**config.mk**
```make
export PLATFORM = sky130hd
export DESIGN_NAME = token_cell
export DESIGN_NICKNAME = d
export VERILOG_FILES = /design/src/rtl/token_cell_pkg.sv /design/src/rtl/token_lut_unit.sv /design/src/rtl/token_copy_unit.sv /design/src/rtl/token_cell.sv
export SDC_FILE = /design/constraint.sdc
export NUM_CORES = 1
export LEC_CHECK = 0
export BUFFER_PORTS_ARGS = -buffer_cell sky130_fd_sc_hd__buf_2
export CORE_MARGIN = 1.5
export CORE_UTILIZATION = 45
export DETAILED_ROUTE_END_ITERATION = 10
export PLACE_DENSITY_LB_ADDON = 0.25
export RECOVER_POWER = 50
export SLEW_MARGIN = 10
export SYNTH_ARGS = -nofsm -noshare
export SYNTH_HDL_FRONTEND = slang
export SYNTH_SLANG_ARGS = --single-unit
```
**constraint.sdc**
```tcl
create_clock -name clk -period 12.5 [get_ports clk]
set_input_delay 1.875 -clock clk [delete_from_list [all_inputs] [get_ports clk]]
set_output_delay 1.875 -clock clk [all_outputs]
set_load 0.05 [all_outputs]
```
**src/rtl/token_cell_pkg.sv**
```systemverilog
package token_cell_pkg;
  localparam int SIDES    = 4;
  localparam int LUT_K    = 4;
  localparam int N_SRC    = 3;
  localparam int N_COPY   = 2;
  localparam int SEL_W    = 4;
  localparam int CFG_W    = 96;
  localparam int TABLE_W  = 1 << LUT_K;

  localparam int P_SIDE0  = 1;
  localparam int P_LUT    = P_SIDE0 + SIDES;
  localparam int P_SRC0   = P_LUT + 1;
  localparam int N_PROD   = P_SRC0 + N_SRC;

  localparam int OFF_TABLE = 0;
  localparam int OFF_LSEL  = OFF_TABLE + TABLE_W;
  localparam int OFF_OSEL  = OFF_LSEL + LUT_K * SEL_W;
  localparam int CP_STRIDE = SEL_W + SIDES;
  localparam int OFF_COPY  = OFF_OSEL + SIDES * SEL_W;
  localparam int OFF_SINK  = OFF_COPY + N_COPY * CP_STRIDE;
  localparam int OFF_CONST = OFF_SINK + SEL_W;
  localparam int OFF_END   = OFF_CONST + N_SRC;

  typedef logic [SEL_W-1:0] prod_sel_t;

  function automatic logic sel_ok(prod_sel_t s);
    return (s != '0) && (s < SEL_W'(N_PROD));
  endfunction
endpackage

```
**src/rtl/token_lut_unit.sv**
```systemverilog
module token_lut_unit #(
  parameter int K = token_cell_pkg::LUT_K,
  localparam int TW = 1 << K
) (
  input  logic          clk,
  input  logic          rst_n,
  input  logic [TW-1:0] table_bits,
  input  logic [K-1:0]  op_used,
  input  logic [K-1:0]  op_vld,
  input  logic [K-1:0]  op_dat,
  output logic          fire,
  output logic          res_vld,
  output logic          res_dat,
  input  logic          res_rdy
);
  logic         full_q, dat_q;
  logic [K-1:0] idx;

  assign idx     = op_dat & op_used;
  assign fire    = !full_q && (&(op_vld | ~op_used));
  assign res_vld = full_q;
  assign res_dat = dat_q;

  always_ff @(posedge clk) begin
    if (!rst_n) begin
      full_q <= 1'b0;
      dat_q  <= 1'b0;
    end else if (fire) begin
      full_q <= 1'b1;
      dat_q  <= table_bits[idx];
    end else if (full_q && res_rdy) begin
      full_q <= 1'b0;
    end
  end

  // result held steady under back-pressure
  a_r12_lut_hold: assert property (@(posedge clk) disable iff (!rst_n)
    res_vld && !res_rdy |=> res_vld && $stable(res_dat));
  // buffer is empty the cycle after its token leaves
  a_r7_lut_drain: assert property (@(posedge clk) disable iff (!rst_n)
    res_vld && res_rdy |=> !res_vld);
endmodule

```
**src/rtl/token_copy_unit.sv**
```systemverilog
module token_copy_unit #(
  parameter int D = token_cell_pkg::SIDES
) (
  input  logic         clk,
  input  logic         rst_n,
  input  logic [D-1:0] dst_mask,
  input  logic         in_vld,
  input  logic         in_dat,
  output logic         in_rdy,
  output logic [D-1:0] dst_vld,
  output logic         dst_dat,
  input  logic [D-1:0] dst_rdy
);
  logic         full_q, dat_q;
  logic [D-1:0] done_q, acc;
  logic         all_done;

  assign in_rdy   = !full_q;
  assign dst_vld  = {D{full_q}} & dst_mask & ~done_q;
  assign dst_dat  = dat_q;
  assign acc      = dst_vld & dst_rdy;
  assign all_done = &(done_q | acc | ~dst_mask);

  always_ff @(posedge clk) begin
    if (!rst_n) begin
      full_q <= 1'b0;
      dat_q  <= 1'b0;
      done_q <= '0;
    end else if (!full_q) begin
      if (in_vld) begin
        full_q <= 1'b1;
        dat_q  <= in_dat;
        done_q <= '0;
      end
    end else if (all_done) begin
      full_q <= 1'b0;
      done_q <= '0;
    end else begin
      done_q <= done_q | acc;
    end
  end

  for (genvar d = 0; d < D; d++) begin : g_chk
    // a side that took the copy is not offered it again
    a_r8_no_resend: assert property (@(posedge clk) disable iff (!rst_n)
      dst_vld[d] && dst_rdy[d] |=> !dst_vld[d]);
    // pending copy held steady
    a_r12_copy_hold: assert property (@(posedge clk) disable iff (!rst_n)
      dst_vld[d] && !dst_rdy[d] && $stable(dst_mask) |=> dst_vld[d] && $stable(dst_dat));
  end
endmodule

```
**src/rtl/token_cell.sv**
```systemverilog
module token_cell
  import token_cell_pkg::*;
(
  input  logic             clk,
  input  logic             rst_n,
  input  logic             cfg_load,
  input  logic [CFG_W-1:0] cfg_word,
  input  logic [SIDES-1:0] side_in_vld,
  input  logic [SIDES-1:0] side_in_dat,
  output logic [SIDES-1:0] side_in_rdy,
  output logic [SIDES-1:0] side_out_vld,
  output logic [SIDES-1:0] side_out_dat,
  input  logic [SIDES-1:0] side_out_rdy
);
  logic [CFG_W-1:0]  cfg_q;
  logic [N_PROD-1:0] prod_vld, prod_dat, prod_rdy;
  prod_sel_t         lsel [LUT_K];
  prod_sel_t         osel [SIDES];
  prod_sel_t         csel [N_COPY];
  logic [SIDES-1:0]  raw_mask [N_COPY];
  logic [SIDES-1:0]  eff_mask [N_COPY];
  logic [SIDES-1:0]  claimed;
  prod_sel_t         sink_sel;
  logic [LUT_K-1:0]  op_used, op_vld, op_dat;
  logic              lut_fire, lut_vld, lut_dat;
  logic [N_COPY-1:0] cp_in_vld, cp_in_dat, cp_in_rdy, cp_dat;
  logic [SIDES-1:0]  cp_dvld [N_COPY];
  logic              cfg_unused;

  always_ff @(posedge clk) begin
    if (cfg_load) cfg_q <= cfg_word;
  end

  assign sink_sel   = cfg_q[OFF_SINK +: SEL_W];
  assign cfg_unused = ^{cfg_q[CFG_W-1:OFF_END], prod_rdy[0], prod_rdy[N_PROD-1:P_SRC0]};

  for (genvar k = 0; k < LUT_K; k++) begin : g_op
    assign lsel[k]    = cfg_q[OFF_LSEL + k*SEL_W +: SEL_W];
    assign op_used[k] = sel_ok(lsel[k]);
    assign op_vld[k]  = op_used[k] ? prod_vld[lsel[k]] : 1'b0;
    assign op_dat[k]  = op_used[k] ? prod_dat[lsel[k]] : 1'b0;
  end

  for (genvar j = 0; j < SIDES; j++) begin : g_osel
    assign osel[j] = cfg_q[OFF_OSEL + j*SEL_W +: SEL_W];
  end

  // producer table: none, side inputs, function unit, constant sources
  always_comb begin
    prod_vld = '0;
    prod_dat = '0;
    for (int i = 0; i < SIDES; i++) begin
      prod_vld[P_SIDE0+i] = side_in_vld[i];
      prod_dat[P_SIDE0+i] = side_in_dat[i];
    end
    prod_vld[P_LUT] = lut_vld;
    prod_dat[P_LUT] = lut_dat;
    for (int s = 0; s < N_SRC; s++) begin
      prod_vld[P_SRC0+s] = 1'b1;
      prod_dat[P_SRC0+s] = cfg_q[OFF_CONST+s];
    end
  end

  token_lut_unit #(.K(LUT_K)) u_lut (
    .clk(clk), .rst_n(rst_n),
    .table_bits(cfg_q[OFF_TABLE +: TABLE_W]),
    .op_used(op_used), .op_vld(op_vld), .op_dat(op_dat),
    .fire(lut_fire),
    .res_vld(lut_vld), .res_dat(lut_dat), .res_rdy(prod_rdy[P_LUT])
  );

  // copy side ownership: earlier copy unit wins overlapping sides
  always_comb begin
    logic [SIDES-1:0] taken;
    taken = '0;
    for (int c = 0; c < N_COPY; c++) begin
      eff_mask[c] = raw_mask[c] & ~taken;
      taken       = taken | raw_mask[c];
    end
    claimed = taken;
  end

  for (genvar c = 0; c < N_COPY; c++) begin : g_copy
    assign csel[c]     = cfg_q[OFF_COPY + c*CP_STRIDE +: SEL_W];
    assign raw_mask[c] = cfg_q[OFF_COPY + c*CP_STRIDE + SEL_W +: SIDES];
    assign cp_in_vld[c] = sel_ok(csel[c]) ? prod_vld[csel[c]] : 1'b0;
    assign cp_in_dat[c] = sel_ok(csel[c]) ? prod_dat[csel[c]] : 1'b0;

    token_copy_unit #(.D(SIDES)) u_copy (
      .clk(clk), .rst_n(rst_n),
      .dst_mask(eff_mask[c]),
      .in_vld(cp_in_vld[c]), .in_dat(cp_in_dat[c]), .in_rdy(cp_in_rdy[c]),
      .dst_vld(cp_dvld[c]), .dst_dat(cp_dat[c]),
      .dst_rdy(side_out_rdy & eff_mask[c])
    );
  end

  // ready back to producers from whichever consumer selects them
  always_comb begin
    prod_rdy = '0;
    for (int k = 0; k < LUT_K; k++)
      if (op_used[k]) prod_rdy[lsel[k]] = prod_rdy[lsel[k]] | lut_fire;
    for (int c = 0; c < N_COPY; c++)
      if (sel_ok(csel[c])) prod_rdy[csel[c]] = prod_rdy[csel[c]] | cp_in_rdy[c];
    if (sel_ok(sink_sel)) prod_rdy[sink_sel] = 1'b1;
    for (int j = 0; j < SIDES; j++)
      if (!claimed[j] && sel_ok(osel[j]))
        prod_rdy[osel[j]] = prod_rdy[osel[j]] | side_out_rdy[j];
  end

  always_comb begin
    for (int j = 0; j < SIDES; j++) begin
      side_out_vld[j] = 1'b0;
      side_out_dat[j] = 1'b0;
      if (claimed[j]) begin
        for (int c = 0; c < N_COPY; c++)
          if (eff_mask[c][j]) begin
            side_out_vld[j] = cp_dvld[c][j];
            side_out_dat[j] = cp_dat[c];
          end
      end else if (sel_ok(osel[j])) begin
        side_out_vld[j] = prod_vld[osel[j]];
        side_out_dat[j] = prod_dat[osel[j]];
      end
    end
    for (int i = 0; i < SIDES; i++) side_in_rdy[i] = prod_rdy[P_SIDE0+i];
  end
endmodule

```
==> results.yml, run 1 <==
global_route:
  grt_overflow: 0
  grt_pass1_vias: 6241
  track_usage: 0.278
  grt_antenna_before_repair: 0
  grt_max_degree: 72
  grt_pass1_wl_mm: 33.8
floorplanning:
  fp.dieArea_mm2: 0.0155
  io-pin-count: 123
  row_count: 44
  core_mm2: 0.0145
  initial_utilization: 0.460
  die_y_um: 125
  die_w_um: 125
power:
  power.leakage_nw: 2.63
  ir_drop_mv: 0.0720
  p_per_area_mw_per_mm2: 121
run_status:
  run_status: "finished with violations"
  violations: "max-capacitance violations, max-slew violations"
final_layout:
  num_antenna_cells: 0
  mostFrequentLayoutCell: "buf_2"
  drive_above_1_share: 0.188
  final_core_util: 0.515
  layout_common_cells: "96 x buf_2, 74 x nand2_1, 71 x edfxtp_1"
  nets: 920
  area.growth.synth_to_final_pct: 12.1
clocking:
  cts_tree: "built"
  cts_hold_buf: 0
  cts-root-buf: "clkbuf_16"
  clk_latency_ns: 0.35
  h-tree-depth: 3
  post_cts_buffers: 0
  cts_resized: 0
  cts_sinks: 85
  clk_path_buf_depth: 2
  clk_pin_slew_ns: 0.07
  cts_made_buffers: 9
timing:
  slew_violations: 72
  setup_tns_ns: 0
  max_freq_mhz: 109
  finalSetupViolations: 0
  period_needed_ns: 9.14
  hold_viol: 0
  finalCritPeriodShare: 0.731
  whs_ns: 0.477
  fin_skew_ns: 0.00585
  worstMarginPinSlew_ns: 3.80
  rsz0062_at_grt: "no"
  slew_headroom: -1.53
hold_path:
  worst_hold_path_type: "flop to flop"
critical_path:
  rr_startpoint: "cfg_q[17]"
  r2r-end: "u_lut.res_vld"
  cp-start-kind: "input port"
  arrival_ns: 7.26
  crit_start: "side_in_vld[1]"
  endpoint: "side_in_rdy[1]"
  cp.required_ns: 10.62
  setup.worst_path.end_class: "output port"
  cp_max_fo: 15
  reg2reg_depth: 15
  reg2reg_slack_ns: 7.00
  crit_type: "input port to output port"
run:
  cap_violations: 1
logic_synthesis:
  synth.net_count: 864
  synthCells: 753
  syn_avg_cell_area_um2: 8.84
  yosysUniqueCellTypes: 81
  synth.largest_area_cell: "edfxtp_1"
  synthTopCellsByArea: "edfxtp_1 32%, mux4_2 4.7%, dfxtp_1 4.2%"
  ys_warn_count: 0
  postSynth.asyncResetShare: 0
  synth_edf_count: 71
  synthFlopType: "edfxtp_1"
  syn-cell-area_mm2: 0.00666
  synth.ff_latch_count: 85
  synth_seq_area_share: 0.362
  synth_top_area_share: 0.320
place:
  portBuffers: 97
  dp_hpwl_mm: 16.2
  gp_congestion: 0.982
routing:
  dr_total_vias: 6609
  drcViolationCount: 0
  detail_route.iter0.violations: 650
  vias_per_cell: 6.62
  ant_nets: 0
  avgRoutedWirePerCell_um: 22.0
  first_pass_iters: 5
  totalWireLength_mm: 21.9
synthesized netlist by cell type, types with 9 or more instances:
| library cell | count |
|---|---|
| nor3_1 | 28 |
| nor3b_1 | 9 |
| a32oi_1 | 14 |
| a22oi_1 | 13 |
| a21oi_1 | 48 |
| nand3_1 | 28 |
| a31oi_1 | 14 |
| nor4b_1 | 15 |
| nand2b_1 | 23 |
| edfxtp_1 | 71 |
| nand2_1 | 74 |
| nor2b_1 | 35 |
| mux2_2 | 11 |
| dfxtp_1 | 14 |
| clkbuf_1 | 39 |
| mux4_2 | 14 |
| inv_1 | 17 |
| nor2_1 | 67 |
| o21ai_0 | 36 |
| o211ai_1 | 12 |
critical path, stage by stage:
cell and delay, ns:
buf_2 0.17, inv_1 0.21, o22ai_1 0.11, a2111o_1 0.47
and3_1 0.43, a2111oi_0 1.17, o32ai_1 0.30, a211oi_1 0.43
a21oi_1 0.20, a21oi_1 0.25, nand2_1 0.18, o211ai_1 0.25
a311o_1 0.21, a221oi_2 0.05, a311oi_1 0.50, o21ai_0 0.21
buf_2 0.25
cell families after synthesis:
| logic type | share of synthesized area |
|---|---|
| AOI/OAI and AO/OA | 0.251 |
| xor gates and xnor gates | 0.00790 |
| buffers and inverters | 0.0421 |
| DFF | 0.362 |
| muxes | 0.0750 |
| and+or+nand+nor | 0.261 |
flip-flops by register name, indices dropped and copies added, names as in the netlist:
| name | cells |
|---|---|
| cfg_q | 71 |
| u_lut.res_dat | 1 |
| g_copy.u_copy.done_q | 8 |
| g_copy.u_copy.dst_dat | 2 |
| u_lut.res_vld | 1 |
| g_copy.u_copy.full_q | 2 |
layer usage:
layer	GRT usage	up-vias	routed length, um
li1	-	3054	-
met2	0.443	378	10200
met4	0.164	0	1160
met5	0	-	0
met3	0.0434	80	1780
met1	0.357	3097	8790
area by class of cell:
| cell class | instances | area, um^2 |
|---|---|---|
| Fill cell | 1361 | 7020 |
| Timing Repair Buffer | 98 | 488 |
| Inverter | 17 | 63.8 |
| Tap cell | 184 | 230 |
| Clock inverter | 7 | 75.1 |
| Multi-Input combinational cell | 598 | 3970 |
| Clock buffer | 9 | 225 |
| Sequential cell | 85 | 2410 |
power breakdown:
group          leakage (nW)  switching [W]  internal [W]
combinational          1.68       0.000143     0.0000946
sequential            0.809      0.0000545      0.000333
clock                 0.144       0.000136      0.000142
metrics by stage:
step                      setup slack (ns)  cell area [um^2]  total power, W  std cells
after floorplan                       4.11              6660        0.000544        753
after global placement                3.71              7170        0.000622        982
after detailed placement              3.63              7170        0.000625        982
after CTS                             3.63              7470        0.000902        998
after global routing                  3.17              7460        0.000942        998
final                                 3.36              7460        0.000904        998
worst min path at each step:
stage / startpoint / endpoint / slack, ns / cells after the start
2_1_floorplan: g_copy[1].u_copy.done_q[1] / g_copy[1].u_copy.done_q[1] / 0.44 / 2
3_3_place_gp: g_copy[1].u_copy.done_q[1] / g_copy[1].u_copy.done_q[1] / 0.45 / 2
3_5_place_dp: g_copy[1].u_copy.done_q[1] / g_copy[1].u_copy.done_q[1] / 0.47 / 2
4_1_cts: g_copy[1].u_copy.done_q[1] / g_copy[1].u_copy.done_q[1] / 0.48 / 2
5_1_grt: g_copy[1].u_copy.done_q[1] / g_copy[1].u_copy.done_q[1] / 0.51 / 2
6_report: g_copy[1].u_copy.done_q[1] / g_copy[1].u_copy.done_q[1] / 0.48 / 2
(Power assumes the default switching activity.)
==> inputs of run 2 (changes only) <==
- ABC_AREA: not set -> 1
- clock period: 12.5 -> 7.4 ns (I/O delays scaled with it)
==> run 2 against run 1 <==
Area after synthesis down 6.5%; synthesized cell count increased by 14%; sequential share of layout area up 1.1 points; critical endpoint is now side_in_rdy[3]; global-route usage is 2.3 points lower; flip-flop and latch count unchanged; sequential power is 54% higher; the flow still finishes with violations (max-capacitance violations, max-slew violations); first-iteration DRC count rose by 0.31%; highest routed layer unchanged; non-clock buffer count unchanged; register-to-register slack got worse by 4.6 ns; clock-buffer cell count did not move.
==> results.yml, run 2 <==
final_layout:
  layout_common_cells: "173 x nand2_1, 132 x nor2_1, 128 x inv_1"
  area.growth.synth_to_final_pct: 15.8
  largest_reg_flops: 71
  regMostFlops: "cfg_q"
  num_antenna_cells: 0
  fillCellCount: 1280
  final_core_util: 0.540
  reg_top3: "cfg_q: 71 flops, g_copy.u_copy.done_q: 8 flops"
  stdcell_area_mm2: 0.00721
  nets: 1077
  mostFrequentLayoutCell: "nand2_1"
  drive_above_1_share: 0.180
global_route:
  grt_overflow: 0
  grt_pass1_wl_mm: 28.5
  grt_antenna_before_repair: 0
  grt_max_degree: 72
  track_usage: 0.255
  grt_pass1_vias: 5681
power:
  seqPwrFrac: 0.418
  p_sw_frac: 0.358
  combPwrFrac: 0.263
  ir_drop_mv: 0.152
  intPower_w: 0.000918
  p_per_area_mw_per_mm2: 199
  power.leakage_nw: 3.13
  switching_power_w: 0.000513
  clkPwrFrac: 0.320
logic_synthesis:
  synthMuxAreaShare: 0.00724
  synth_xor_area_frac: 0
  synth_top_family_by_area: "simple AND/OR/NAND/NOR gates"
  syn-cell-area_mm2: 0.00622
  synth-simple-area-share: 0.314
  synthTopCellsByArea: "edfxtp_1 34%, nand2_1 10%, nor2_1 8.0%"
  synth_edf_count: 71
  synth_most_common_cell: "nand2_1"
  synthAdderAreaFrac: 0
  synth.ff_latch_count: 85
  synthFlopType: "edfxtp_1"
  syn_avg_cell_area_um2: 7.22
  synth_seq_area_share: 0.388
  ys_warn_count: 0
  synth.largest_area_cell: "edfxtp_1"
  synth_common_cells: "173 x nand2_1, 132 x nor2_1, 128 x inv_1, 89 x nand3_1, 71 x edfxtp_1"
  synth_top_area_share: 0.343
  synth_compound_area_frac: 0.199
  synth.net_count: 973
  synthCells: 862
  yosysUniqueCellTypes: 44
  postSynth.asyncResetShare: 0
timing:
  hold_viol: 0
  setup_tns_ns: 0
  fin_skew_ns: 0.00602
  whs_ns: 0.459
  rsz0062_at_grt: "no"
  finalCritPeriodShare: 0.916
  slew_violations: 72
  slew_headroom: -1.54
  worstMarginPinSlew_ns: 3.82
  period_needed_ns: 6.78
  max_freq_mhz: 148
  finalSetupViolations: 0
clocking:
  cts_made_buffers: 9
  cts-root-buf: "clkbuf_16"
  post_cts_buffers: 0
  cts_sinks: 85
  cts_hold_buf: 0
  clk_path_buf_depth: 2
  clk_pin_slew_ns: 0.07
  h-tree-depth: 3
  cts_tree: "built"
  cts_resized: 0
  clk_latency_ns: 0.36
routing:
  drcViolationCount: 0
  detail_route.iter0.violations: 652
  avgRoutedWirePerCell_um: 15.7
  dr_total_vias: 6163
  first_pass_iters: 5
  totalWireLength_mm: 18.0
  vias_per_cell: 5.37
  ant_nets: 0
place:
  gp_congestion: 0.965
  dp_hpwl_mm: 13.8
  portBuffers: 97
  placed_area_mm2: 0.00691
run_status:
  run_status: "finished with violations"
  violations: "max-capacitance violations, max-slew violations"
floorplanning:
  fp.dieArea_mm2: 0.0145
  io-pin-count: 123
  row_count: 42
  initial_utilization: 0.466
  die_w_um: 121
  core_mm2: 0.0133
  die_y_um: 121
run:
  cap_violations: 1
critical_path:
  cp-start-kind: "input port"
  cp.required_ns: 6.29
  critPathSlowestCell: "clkbuf_1"
  cp_max_fo: 8
  setup.worst_path.end_class: "output port"
  cp_common_cell: "nand2_1"
  reg2reg_slack_ns: 2.45
  crit_type: "input port to output port"
  cp_slowest_stage_delay_ns: 0.37
  arrival_ns: 5.67
hold_path:
  worst_hold_path_type: "flop to flop"
## run 2: cell count changes in the layout (fill, tap and decap cells not counted), moves of 23 or more
| cell | previous run | this run |
|---|---|---|
| inv_1 | 17 | 128 |
| nand2_1 | 74 | 173 |
| nand2b_1 | 23 | 0 |
| nand3_1 | 28 | 89 |
| nor2_1 | 67 | 132 |
| nor2b_1 | 35 | 0 |
## run 2: critical path: cells and delay by family
kind | cells | cell delay, ns
buffers and inverters | 2 | 0.65
AND/OR/NAND/NOR | 26 | 2.69
AO/OA/AOI/OAI | 9 | 1.23
## run 2: through the flow
step	instances	setup slack, ns	power, W
2_1_floorplan	862	0.994	0.000853
3_3_place_gp	1131	0.692	0.000975
3_5_place_dp	1131	0.633	0.000975
4_1_cts	1147	0.632	0.00144
5_1_grt	1147	0.0463	0.00150
6_report	1147	0.622	0.00143
## run 2: logic make-up after synthesis
family                 Yosys count
multiplexers                     4
AND/OR/NAND/NOR                444
flip-flops                      85
AO/OA/AOI/OAI                  179
buffers and inverters          150
## run 2: routing by layer
layer  up-vias  part of all wire  routed length [um]  global-route usage
met1      2717              0.45                8170               0.359
met4         0             0.025                 456               0.102
met2       245              0.43                7830               0.385
met5         -                 0                   0                   0
met3        32             0.087                1570              0.0528
li1       3169                 -                   -                   -
## run 2: area by class of cell
cell class / instances / area, um^2 / share of cell area
clock inverter: 7 / 83.8 / 0.0116
clock buffer: 9 / 225 / 0.0312
sequential: 85 / 2410 / 0.335
inverter: 145 / 544 / 0.0755
tap: 176 / 220 / 0.0306
timing repair buffer: 98 / 487 / 0.0675
multi-input combinational: 627 / 3240 / 0.449
## run 2: path summary, 6_finish.rpt
check,start,endpoint,cells after the start
worst max-delay path,side_in_vld[0],side_in_rdy[3],37
worst min-delay path,g_copy[1].u_copy.done_q[2],g_copy[1].u_copy.done_q[2],2
worst max register to register,cfg_q[25],u_lut.res_vld,34
worst min register to register,g_copy[1].u_copy.done_q[2],g_copy[1].u_copy.done_q[2],2
## run 2: power by group through the flow
stage	Sequential [W]	Clock [W]	Combinational [W]
2_1_floorplan	0.000591	0	0.000262
3_3_place_gp	0.000605	0	0.000370
3_5_place_dp	0.000605	0	0.000370
4_1_cts	0.000595	0.000468	0.000372
5_1_grt	0.000603	0.000485	0.000415
6_report	0.000598	0.000458	0.000376
